`config.mk`:
```
export PLATFORM = sky130hd
export DESIGN_NAME = xreg_exchange
export DESIGN_NICKNAME = d
export VERILOG_FILES = /design/src/rtl/xreg_pkg.sv /design/src/rtl/xreg_in_align.sv /design/src/rtl/xreg_store.sv /design/src/rtl/xreg_out_align.sv /design/src/rtl/xreg_exchange.sv
export SDC_FILE = /design/constraint.sdc
export NUM_CORES = 1
export LEC_CHECK = 0
export BUFFER_PORTS_ARGS = -buffer_cell sky130_fd_sc_hd__buf_4
export CORE_ASPECT_RATIO = 0.75
export CORE_MARGIN = 8
export CORE_UTILIZATION = 44
export DETAILED_ROUTE_END_ITERATION = 10
export GPL_TIMING_DRIVEN = 0
export MAX_ROUTING_LAYER = met4
export PLACE_DENSITY = 0.81
export RECOVER_POWER = 50
export SETUP_SLACK_MARGIN = 0.5
export SYNTH_ARGS = -nofsm -noshare
export SYNTH_HDL_FRONTEND = slang
export SYNTH_SLANG_ARGS = --single-unit
export TNS_END_PERCENT = 30
```
`constraint.sdc`:
```
create_clock -name clk -period 1.9 [get_ports clk]
set_input_delay 0.095 -clock clk [delete_from_list [all_inputs] [get_ports clk]]
set_output_delay 0.095 -clock clk [all_outputs]
set_load 0.02 [all_outputs]
```
`src/rtl/xreg_pkg.sv`:
```
package xreg_pkg;
    parameter int LO_W     = 16;
    parameter int HI_W     = 32;
    parameter int WIDE_W   = LO_W + HI_W;
    parameter int NARROW_W = 40;
    parameter int PAD_W    = WIDE_W - NARROW_W;
    parameter int TOPZ_W   = NARROW_W - PAD_W - LO_W;

    typedef enum logic [1:0] {
        TGT_LOW   = 2'd0,
        TGT_HIGH  = 2'd1,
        TGT_WHOLE = 2'd2,
        TGT_NONE  = 2'd3
    } tgt_e;

    typedef enum logic [1:0] {
        PATH_WIDE = 2'd0,
        PATH_DATA = 2'd1,
        PATH_RF   = 2'd2,
        PATH_NONE = 2'd3
    } path_e;

    typedef struct packed {
        logic [HI_W-1:0] hi;
        logic [LO_W-1:0] lo;
    } xreg_t;

    typedef struct packed {
        logic            we_hi;
        logic            we_lo;
        logic [HI_W-1:0] hi;
        logic [LO_W-1:0] lo;
    } xload_t;

    function automatic logic is_narrow(path_e p);
        return (p == PATH_DATA) || (p == PATH_RF);
    endfunction
endpackage

```
`src/rtl/xreg_in_align.sv`:
```
module xreg_in_align
    import xreg_pkg::*;
(
    input  logic                req,
    input  tgt_e                tgt,
    input  path_e               path,
    input  logic                load,
    input  logic                ext,
    input  logic [WIDE_W-1:0]   wide_in,
    input  logic [NARROW_W-1:0] narrow_in,
    output xload_t              ld
);
    always_comb begin
        ld = '0;
        if (req && load) begin
            if (path == PATH_WIDE) begin
                case (tgt)
                    TGT_LOW: begin
                        ld.we_lo = 1'b1;
                        ld.lo    = wide_in[LO_W-1:0];
                    end
                    TGT_HIGH: begin
                        ld.we_hi = 1'b1;
                        ld.hi    = wide_in[WIDE_W-1:LO_W];
                    end
                    TGT_WHOLE: begin
                        ld.we_hi = 1'b1;
                        ld.we_lo = 1'b1;
                        {ld.hi, ld.lo} = wide_in;
                    end
                    default: ld = '0;
                endcase
            end else if (is_narrow(path)) begin
                case (tgt)
                    TGT_LOW: begin
                        ld.we_lo = 1'b1;
                        ld.lo    = narrow_in[PAD_W+LO_W-1:PAD_W];
                    end
                    TGT_HIGH: begin
                        ld.we_hi = 1'b1;
                        ld.hi    = narrow_in[NARROW_W-1:PAD_W];
                    end
                    TGT_WHOLE: begin
                        ld.we_hi = 1'b1;
                        ld.we_lo = 1'b1;
                        if (path == PATH_DATA && ext)
                            {ld.hi, ld.lo} = wide_in;
                        else
                            {ld.hi, ld.lo} = {narrow_in, {PAD_W{1'b0}}};
                    end
                    default: ld = '0;
                endcase
            end
        end
    end
endmodule

```
`src/rtl/xreg_store.sv`:
```
module xreg_store
    import xreg_pkg::*;
(
    input  logic   clk,
    input  logic   rst,
    input  xload_t ld,
    output xreg_t  cur
);
    always_ff @(posedge clk) begin
        if (rst) begin
            cur <= '0;
        end else begin
            if (ld.we_hi) cur.hi <= ld.hi;
            if (ld.we_lo) cur.lo <= ld.lo;
        end
    end
endmodule

```
`src/rtl/xreg_out_align.sv`:
```
module xreg_out_align
    import xreg_pkg::*;
(
    input  logic                req,
    input  tgt_e                tgt,
    input  path_e               path,
    input  logic                load,
    input  logic                ext,
    input  xreg_t               cur,
    output logic [WIDE_W-1:0]   wide_out,
    output logic [NARROW_W-1:0] narrow_out,
    output logic                illegal
);
    logic drive;

    assign illegal = req && !load && (tgt == TGT_WHOLE) && ext &&
                     ((path == PATH_WIDE) || (path == PATH_DATA));
    assign drive   = req && !load && !illegal;

    always_comb begin
        wide_out   = '0;
        narrow_out = '0;
        if (drive) begin
            if (path == PATH_WIDE) begin
                case (tgt)
                    TGT_LOW:   wide_out = {{HI_W{1'b0}}, cur.lo};
                    TGT_HIGH:  wide_out = {cur.hi, {LO_W{1'b0}}};
                    TGT_WHOLE: wide_out = cur;
                    default:   wide_out = '0;
                endcase
            end else if (is_narrow(path)) begin
                case (tgt)
                    TGT_LOW:   narrow_out = {{TOPZ_W{1'b0}}, cur.lo, {PAD_W{1'b0}}};
                    TGT_HIGH:  narrow_out = {cur.hi, {PAD_W{1'b0}}};
                    TGT_WHOLE: narrow_out = cur[WIDE_W-1:PAD_W];
                    default:   narrow_out = '0;
                endcase
            end
        end
    end
endmodule

```
`src/rtl/xreg_exchange.sv`:
```
module xreg_exchange
    import xreg_pkg::*;
(
    input  logic                clk,
    input  logic                rst,
    input  logic                xfer_en,
    input  logic [1:0]          tgt_sel,
    input  logic [1:0]          path_sel,
    input  logic                load_dir,
    input  logic                ext_mem,
    input  logic [WIDE_W-1:0]   wide_in,
    input  logic [NARROW_W-1:0] narrow_in,
    output logic [WIDE_W-1:0]   wide_out,
    output logic [NARROW_W-1:0] narrow_out,
    output logic                illegal_req
);
    tgt_e   tgt;
    path_e  path;
    xload_t ld;
    xreg_t  cur_q;

    assign tgt  = tgt_e'(tgt_sel);
    assign path = path_e'(path_sel);

    xreg_in_align u_in (
        .req       (xfer_en),
        .tgt       (tgt),
        .path      (path),
        .load      (load_dir),
        .ext       (ext_mem),
        .wide_in   (wide_in),
        .narrow_in (narrow_in),
        .ld        (ld)
    );

    xreg_store u_store (
        .clk (clk),
        .rst (rst),
        .ld  (ld),
        .cur (cur_q)
    );

    xreg_out_align u_out (
        .req        (xfer_en),
        .tgt        (tgt),
        .path       (path),
        .load       (load_dir),
        .ext        (ext_mem),
        .cur        (cur_q),
        .wide_out   (wide_out),
        .narrow_out (narrow_out),
        .illegal    (illegal_req)
    );
endmodule

```
==> results.py, run 1 <==
metrics = {
    "status": {
        "run_status": "finished, final reports clean",
    },
    "clock_network": {
        "clockBufferDepth": 2,
        "clkTransAtPathRegs_ns": 0.09,
        "cts-buffers-inserted": 5,
        "clock_latency_ns": 0.29,
        "cts-root-buf": "clkbuf_8",
        "cts.sinks": 48,
        "htree_levels": 2,
        "hold_buffers": 0,
        "cts_tree": "built",
    },
    "synthesis": {
        "async_flop_share_pct": 0,
        "synth_area_leader_cell": "dfxtp_1",
        "yosysMostFrequentCell": "and2_1",
        "synth_common_cells": "73 x and2_1, 48 x dfxtp_1, 35 x nand2_1, 33 x nor2_1, 32 x a22oi_1",
        "synth_area_leaders": "dfxtp_1 30%, and2_1 14%, a22oi_1 7.6%, o31ai_2 5.5%, a221oi_1 4.4%",
        "ys.flop_type": "dfxtp_1",
        "ys_types": 34,
        "netlist.area_leader.share_pct": 30.4,
        "synth_seq_area_share_pct": 30.4,
        "syn_inst": 399,
        "ys_ff_latch": 48,
        "ys_warn_count": 0,
        "synth_edf_count": 0,
        "syn_area_per_cell_um2": 7.93,
        "netlist_area_um2": 3160,
        "syn-num-nets": 502,
    },
    "cells_and_area": {
        "fill_cells": 463,
        "antenna_cells": 0,
        "regMostFlops": "u_store.cur",
        "drive_gt1_share_pct": 57.6,
        "stdcell_area_um2": 5650,
        "largest_reg_flops": 48,
        "synthToLayoutAreaGrowth_pct": 78.6,
        "fin_nets": 712,
        "top_regs": "u_store.cur (48)",
    },
    "pwr": {
        "swShare_pct": 28.9,
        "p_switching_uw": 699,
        "pwr-share-seq_pct": 43.8,
        "p_clk_share_pct": 29.3,
        "peakVddDrop_v": 0.000320,
        "powerDensity_nw_per_um2": 429,
        "total_power_uw": 2420,
        "internal-power_uw": 1720,
        "power.leakage_uw": 0.00247,
        "pwr-share-comb_pct": 26.9,
    },
    "timing": {
        "maxSlewHeadroom_pct": 48.3,
        "tightest_slew_ns": 0.773,
        "period_minus_slack_ns": 1.82,
        "setup_viol": 0,
        "fmax_mhz": 550,
        "rsz0062_at_grt": "true",
        "skew_ns": 0,
        "finalSetupTns_ns": 0,
        "period_share_pct": 95.7,
        "drv_slew": 0,
        "hold_viol": 0,
    },
    "floorplanning": {
        "start_util_pct": 45.9,
        "coreArea_um2": 6900,
        "fp.dieW_um": 114,
        "die_h_um": 89.4,
        "dieArea_um2": 10200,
        "ios": 186,
        "rows": 26,
    },
    "grt": {
        "grt.overflow.total": 0,
        "grt_pass1_vias": 4138,
        "grt_max_degree": 14,
        "grt_util_all_layers_pct": 27.2,
        "antenna_found_initial": 0,
        "grt_pass1_wl_mm": 21.2,
    },
    "setup_path": {
        "crit_type": "input port to flip-flop",
        "cp-end-kind": "flip-flop",
        "cp-endpoint": "u_store.cur[22]$_SDFFE_PP0P_",
        "r2r_setup_slack_ns": 1.16,
        "worstReg2RegEnd": "u_store.cur[15]$_SDFFE_PP0P_",
        "cp_max_fo": 10,
        "reg2reg_from": "u_store.cur[15]$_SDFFE_PP0P_",
        "startpoint": "path_sel[1]",
        "cp.arrival_ns": 2.03,
        "worst-r2r-cell-count": 2,
        "start_kind": "input port",
        "worstPathRequired_ns": 2.11,
    },
    "detailed_routing": {
        "first_pass_iters": 6,
        "ant_nets": 0,
        "first_iter_violations": 284,
        "num_vias": 4103,
        "wl_per_cell_um": 20.9,
        "drt_wl_total_mm": 14.7,
        "vias_per_cell": 5.81,
        "drc_errors": 0,
    },
    "placement": {
        "gp_congestion": 0.943,
        "dpl.hpwl_mm": 11.0,
        "port-buffer-count": 184,
        "place_area_um2": 4930,
    },
    "run": {
        "maxCapViolCount": 0,
    },
    "worst_hold_path": {
        "hold_class": "input port to flip-flop",
    },
}
what timing repair did:
action	4_1_cts	5_1_grt
pin swaps	9	5
gates cloned	4	0
resized for setup	75	57
buffers inserted	12	3
endpoints found under the setup margin	125	134
metrics by stage:
stage                     setup WS (ns)  utilization, %  cells  hold slack [ns]
after floorplan                   0.434               -    399            0.272
after global placement          -0.0125            71.5    681            0.365
after detailed placement        -0.0553            71.5    681            0.377
after CTS                        0.0960            79.9    703           0.0645
after global routing             0.0307            81.9    706           0.0674
final                            0.0817            81.9    706           0.0717
final cells by class:
class	instances	area, um2	area share, %
Multi-Input combinational cell	308	2320	41.1
Buffer	38	302	5.34
Clock inverter	1	30.0	0.532
Clock buffer	5	68.8	1.22
Inverter	5	36.3	0.642
Tap cell	98	123	2.17
Sequential cell	48	961	17.0
Timing Repair Buffer	203	1810	32.0
worst min path at each step:
stage          depth (start not counted)           from  slack [ns]                           end
6_report                               3  narrow_in[32]        0.07  u_store.cur[40]$_SDFFE_PP0P_
2_1_floorplan                          2  narrow_in[39]        0.27  u_store.cur[47]$_SDFFE_PP0P_
3_3_place_gp                           3  narrow_in[36]        0.37  u_store.cur[44]$_SDFFE_PP0P_
3_5_place_dp                           3  narrow_in[30]        0.38  u_store.cur[38]$_SDFFE_PP0P_
4_1_cts                                3  narrow_in[37]        0.06  u_store.cur[45]$_SDFFE_PP0P_
5_1_grt                                3  narrow_in[30]        0.07  u_store.cur[38]$_SDFFE_PP0P_
worst max-delay path: stages:
cell      delay (ns)
buf_12          0.09
inv_12          0.03
ha_4            0.14
buf_8           0.11
buf_4           0.15
or2_0           0.25
a41oi_1         0.61
clkbuf_2        0.36
nand2_1         0.11
o31ai_2         0.07
cell usage in the layout (no fill, tap or decap), types with 10 or more instances in the layout:
cell,Yosys,layout
a31oi_1,16,16
buf_6,4,55
a221oi_1,16,16
nand2_1,35,33
a22oi_1,32,25
buf_4,1,149
and2_1,73,10
nor2_4,0,11
nor2_1,33,22
and2_4,0,61
o31ai_2,14,14
a21oi_1,16,16
nor3_1,16,15
dfxtp_1,48,48
power by group through the flow:
stage                     combinational, uW  clock (uW)  sequential (uW)
after floorplan                         293           0             1070
after global placement                  541           0             1080
after detailed placement                555           0             1080
after CTS                               613         709             1060
after global routing                    689         748             1060
final                                   651         711             1060
per-layer routing:
layer	vias up	GRT usage, %	wire (um)
met5	-	-	0
met4	0	8.06	315
met3	28	7.09	1580
met2	278	45.2	7120
met1	1949	32.0	5730
li1	1848	-	-
cells by family (layout without fill, tap and decap cells):
family                   count (synthesis)  in the layout  share of synthesized area (%)
AO/OA/AOI/OAI                          127            127                           30.7
adder cells (fa/ha/maj)                  6              6                           2.37
buffers and inverters                   43            252                           7.00
flip-flops                              48             48                           30.4
AND/OR/NAND/NOR                        175            175                           29.5
Note: power is estimated with default switching activity, not from simulation.
==> run 2: changes to the inputs <==
- CORE_ASPECT_RATIO: 0.75 -> 0.5
- SLEW_MARGIN: default -> 10
==> run 2 against run 1 <==
  * Critical path type unchanged
  * Utilization rose by 6.2 points
  * Sequential share of layout area is 1.0 points lower
  * Highest routed layer unchanged
  * Worst setup slack got worse by 0.19 ns
  * Final cell count increased by 1.6%
  * The flow now finishes with violations (negative setup slack)
  * Count of clock-buffer cells in the layout is 1 higher
  * Register-to-register slack worse by 0.17 ns
  * Largest cell class unchanged
  * Non-clock buffer count rose by 16
==> results.py, run 2 (synthesis gave the netlist of run 1 again) <==
metrics = {
    "grt": {
        "grt_pass1_wl_mm": 22.4,
        "grt_pass1_vias": 4285,
        "grt_util_all_layers_pct": 27.7,
        "grt_max_degree": 14,
        "grt.overflow.total": 0,
        "antenna_found_initial": 0,
    },
    "timing": {
        "fmax_mhz": 499,
        "drv_slew": 0,
        "period_minus_slack_ns": 2.01,
        "maxSlewHeadroom_pct": 10.8,
        "finalSetupTns_ns": -0.220,
        "rsz0062_at_grt": "true",
        "period_share_pct": 106,
        "hold_viol": 0,
        "skew_ns": 0,
        "tightest_slew_ns": 1.33,
        "setup_ws_ns": -0.105,
        "setup_viol": 4,
        "hold-worst-slack_ns": 0.0724,
    },
    "cells_and_area": {
        "drive_gt1_share_pct": 59.4,
        "synthToLayoutAreaGrowth_pct": 90.3,
        "regArea_um2": 961,
        "stdcell_area_um2": 6020,
        "largest_reg_flops": 48,
        "layout_common_cells": "137 x buf_4, 80 x buf_6, 63 x and2_4",
        "fill_cells": 319,
        "layout_commonest_cell": "buf_4",
        "regMostFlops": "u_store.cur",
        "top_regs": "u_store.cur (48)",
        "fin_nets": 728,
        "antenna_cells": 0,
        "multiInputGateArea_um2": 2400,
    },
    "setup_path": {
        "worstReg2RegEnd": "u_store.cur[10]$_SDFFE_PP0P_",
        "cp-end-kind": "flip-flop",
        "startpoint": "tgt_sel[0]",
        "cp-endpoint": "u_store.cur[10]$_SDFFE_PP0P_",
        "worst-r2r-cell-count": 2,
        "start_kind": "input port",
        "r2r_setup_slack_ns": 0.99,
        "cp_max_fo": 8,
        "cp.arrival_ns": 2.19,
        "reg2reg_from": "u_store.cur[10]$_SDFFE_PP0P_",
        "worstPathRequired_ns": 2.09,
        "crit_type": "input port to flip-flop",
    },
    "clock_network": {
        "clkTransAtPathRegs_ns": 0.07,
        "cts-buffers-inserted": 5,
        "cts-root-buf": "clkbuf_16",
        "clockBufferDepth": 2,
        "cts_tree": "built",
        "cts.sinks": 48,
        "clock_latency_ns": 0.30,
        "hold_buffers": 0,
        "htree_levels": 2,
    },
    "detailed_routing": {
        "first_pass_iters": 8,
        "vias_per_cell": 6.41,
        "drt_wl_total_mm": 17.5,
        "routed-wl-met2_mm": 8.09,
        "wl_met1_mm": 6.06,
        "wl_per_cell_um": 24.4,
        "drc_errors": 0,
        "ant_nets": 0,
        "highest_layer": "met4",
        "num_vias": 4595,
        "first_iter_violations": 682,
        "met3_length_mm": 2.09,
    },
    "worst_hold_path": {
        "hold_class": "input port to flip-flop",
    },
    "pwr": {
        "power.leakage_uw": 0.00264,
        "powerDensity_nw_per_um2": 448,
        "total_power_uw": 2700,
        "peakVddDrop_v": 0.000331,
    },
    "placement": {
        "port-buffer-count": 184,
        "place_area_um2": 4920,
        "gp_congestion": 0.834,
        "post-place-ws_ns": -0.110,
        "dpl.hpwl_mm": 10.1,
    },
    "floorplanning": {
        "start_util_pct": 46.3,
        "ios": 186,
        "die_h_um": 76.0,
        "coreArea_um2": 6830,
        "dieArea_um2": 10300,
        "fp.dieW_um": 136,
        "rows": 21,
    },
    "status": {
        "run_status": "complete, but fails checks",
        "violations": "negative setup slack",
    },
    "run": {
        "maxCapViolCount": 0,
    },
}
## run 2: cell types whose count changed in the layout (fill, tap and decap cells not counted), moves of 3 or more
cell,change
buf_4,-12
buf_6,+25
clkbuf_16,+8
clkbuf_4,-3
clkbuf_8,-3
## run 2: layout make-up
| cell class | count | area share [%] |
|---|---|---|
| multi-input cells | 308 | 39.9 |
| repair buffers | 219 | 34.2 |
| flip-flops and latches | 48 | 16.0 |
| plain buffers | 38 | 5.22 |
| clock buffers | 6 | 2.14 |
| well taps | 92 | 1.91 |
| inverters | 5 | 0.603 |
| clock inverters | 1 | 0.0832 |
## run 2: per-layer routing
metal | up-vias | track usage, %
met3 | 140 | 6.12
met2 | 486 | 46.1
met5 | - | -
li1 | 1884 | -
met4 | 0 | 11.2
met1 | 2085 | 31.7
## run 2: worst min path at each step
stage / start / to / slack (ns) / depth (start not counted)
6_report: narrow_in[27] / u_store.cur[35]$_SDFFE_PP0P_ / 0.07 / 3
5_1_grt: narrow_in[35] / u_store.cur[43]$_SDFFE_PP0P_ / 0.09 / 3
4_1_cts: narrow_in[31] / u_store.cur[39]$_SDFFE_PP0P_ / 0.07 / 3
3_5_place_dp: narrow_in[33] / u_store.cur[41]$_SDFFE_PP0P_ / 0.37 / 3
3_3_place_gp: narrow_in[35] / u_store.cur[43]$_SDFFE_PP0P_ / 0.36 / 3
2_1_floorplan: narrow_in[39] / u_store.cur[47]$_SDFFE_PP0P_ / 0.27 / 2
## run 2: per-stage QoR
stage	utilization [%]	instances
global placement	72.1	675
global route	88.1	717
detailed placement	72.1	675
floorplan	-	399
CTS	82.7	706
finish	88.1	717
## run 2: where the power goes
part	internal, uW	switching (uW)	total (uW)	leakage [uW]
Clock	481	413	894	0.0000667
Combinational	346	396	742	0.00218
Sequential	1030	27.5	1060	0.000388
## run 2: worst max-delay path: stages
cell      delay [ns]
buf_4           0.14
inv_2           0.09
ha_4            0.20
a21boi_0        1.04
a22o_1          0.27
a221oi_1        0.08
nor3_1          0.29
## run 2: timing repair
| item | 4_1_cts | 5_1_grt |
|---|---|---|
| endpoints found under the setup margin | 126 | 136 |
| gates cloned | 4 | 4 |
| pin swaps | 20 | 8 |
| buffers inserted | 20 | 7 |
| resized for setup | 94 | 70 |
==> run 3: changes to the inputs <==
- clock period: 1.9 -> 2.1 ns (I/O delays scaled with it)
==> run 3 against run 2 <==
  * The run now ends clean
  * Total power fell by 13%
  * Sequential power fell by 9.6%
  * Cell area fell by 11%
  * Critical path depth is 3 higher
  * Combinational power decreased by 23%
  * Hold slack better by 0.0058 ns
  * Utilization fell by 9.8 points
  * Sequential cell count stayed put
  * Via count down 11%
  * Clock skew unchanged
==> results.py, run 3 (synthesis gave the netlist of run 1 again) <==
metrics = {
    "floorplanning": {
        "dieArea_um2": 10300,
        "ios": 186,
        "rows": 21,
        "die_h_um": 76.0,
        "coreArea_um2": 6830,
        "fp.dieW_um": 136,
        "start_util_pct": 46.3,
    },
    "grt": {
        "grt_util_all_layers_pct": 25.5,
        "antenna_found_initial": 0,
        "grt_pass1_wl_mm": 21.0,
        "grt_max_degree": 14,
        "grt.overflow.total": 0,
        "grt_pass1_vias": 4043,
    },
    "clock_network": {
        "cts-root-buf": "clkbuf_16",
        "htree_levels": 2,
        "clock_latency_ns": 0.29,
        "clockBufferDepth": 2,
        "cts-buffers-inserted": 5,
        "hold_buffers": 0,
        "clkTransAtPathRegs_ns": 0.06,
        "cts_tree": "built",
        "cts.sinks": 48,
    },
    "timing": {
        "hold_viol": 0,
        "fmax_mhz": 524,
        "skew_ns": 0,
        "period_minus_slack_ns": 1.91,
        "tightest_slew_ns": 0.796,
        "setup_viol": 0,
        "finalSetupTns_ns": 0,
        "rsz0062_at_grt": "true",
        "period_share_pct": 90.8,
        "maxSlewHeadroom_pct": 46.9,
        "drv_slew": 0,
    },
    "pwr": {
        "power.leakage_uw": 0.00233,
        "powerDensity_nw_per_um2": 441,
        "peakVddDrop_v": 0.000442,
    },
    "detailed_routing": {
        "first_pass_iters": 5,
        "drc_errors": 0,
        "vias_per_cell": 5.85,
        "first_iter_violations": 373,
        "wl_per_cell_um": 20.4,
        "drt_wl_total_mm": 14.3,
        "ant_nets": 0,
        "num_vias": 4096,
    },
    "setup_path": {
        "cp-end-kind": "output port",
        "worstPathRequired_ns": 2.00,
        "critical_path.slowest_cell": "o211a_1",
        "cp_slowest_stage_delay_ns": 0.32,
        "start_kind": "input port",
        "crit_chain": "buf_4, inv_1, ha_1, o211a_1, nor3_4, buf_6, and3_4, buf_4, and2_1, buf_4",
        "crit_type": "input port to output port",
        "cp.arrival_ns": 1.80,
        "worst_path_most_repeated_cell": "buf_4",
        "cp_max_fo": 6,
    },
    "placement": {
        "gp_congestion": 0.910,
        "dpl.hpwl_mm": 9.73,
        "place_area_um2": 4660,
        "port-buffer-count": 184,
    },
    "cells_and_area": {
        "synthToLayoutAreaGrowth_pct": 69.0,
        "multiInputGateArea_um2": 2190,
        "fin_nets": 710,
        "regArea_um2": 961,
        "antenna_cells": 0,
        "top_regs": "u_store.cur (48)",
        "largest_reg_flops": 48,
        "stdcell_area_um2": 5350,
        "fill_cells": 498,
        "drive_gt1_share_pct": 47.7,
        "layout_common_cells": "157 x buf_4, 55 x and2_1, 48 x dfxtp_1",
        "layout_commonest_cell": "buf_4",
        "regMostFlops": "u_store.cur",
    },
    "status": {
        "run_status": "finished, final reports clean",
    },
    "run": {
        "maxCapViolCount": 0,
    },
    "worst_hold_path": {
        "hold_class": "input port to flip-flop",
    },
}
[run 3: per-layer routing]
| metal | part of all wire [%] | vias up | wire, um | GRT usage, % |
|---|---|---|---|---|
| met5 | 0 | - | 0 | - |
| met4 | 3.0 | 0 | 431 | 6.31 |
| met3 | 7.9 | 49 | 1130 | 5.39 |
| met2 | 49 | 246 | 7020 | 42.8 |
| met1 | 40 | 1947 | 5690 | 30.4 |
| li1 | - | 1854 | - | - |
[run 3: cell type report]
cell class	instances	share of cell area (%)
Tap cell	92	2.15
Sequential cell	48	18.0
Multi-Input combinational cell	308	40.9
Timing Repair Buffer	201	30.3
Buffer	38	5.52
Clock buffer	8	2.74
Inverter	5	0.445
[run 3: final timing paths]
check                                    start                           end  slack, ns  cells after the start
setup / recovery                    tgt_sel[0]                narrow_out[24]       0.19                     10
hold / removal                   narrow_in[31]  u_store.cur[39]$_SDFFE_PP0P_       0.08                      3
setup reg to reg  u_store.cur[12]$_SDFFE_PP0P_  u_store.cur[12]$_SDFFE_PP0P_       1.28                      2
hold reg to reg   u_store.cur[38]$_SDFFE_PP0P_  u_store.cur[38]$_SDFFE_PP0P_       0.46                      2
[run 3: where the power goes]
part | total [uW] | internal (uW) | switching, uW
Sequential | 958 | 935 | 22.6
Clock | 828 | 476 | 352
Combinational | 572 | 272 | 300
Total | 2360 | 1680 | 675
[run 3: worst max-delay path, delay by kind of cell]
family | cells | cell delay [ns]
buf+inv | 5 | 0.68
compound gates | 1 | 0.32
simple gates | 3 | 0.41
fa+ha+maj | 1 | 0.27
[run 3: what timing repair did]
action | CTS | global route
gates cloned | 1 | 2
pin swaps | 13 | 9
resized for setup | 81 | 51
setup buffers | 12 | 2
setup endpoints to repair | 90 | 122
[run 3: metrics by stage]
stage / setup WS (ns) / hold WS [ns] / std cells / power [uW] / utilization [%]
after floorplan: 0.490 / 0.282 / 399 / 1210 / -
after global placement: 0.0295 / 0.371 / 675 / 1440 / 68.2
after detailed placement: -0.00991 / 0.378 / 675 / 1450 / 68.2
after CTS: 0.393 / 0.0795 / 696 / 2310 / 76.4
after global routing: 0.117 / 0.0982 / 700 / 2430 / 78.3
final: 0.193 / 0.0782 / 700 / 2360 / 78.3
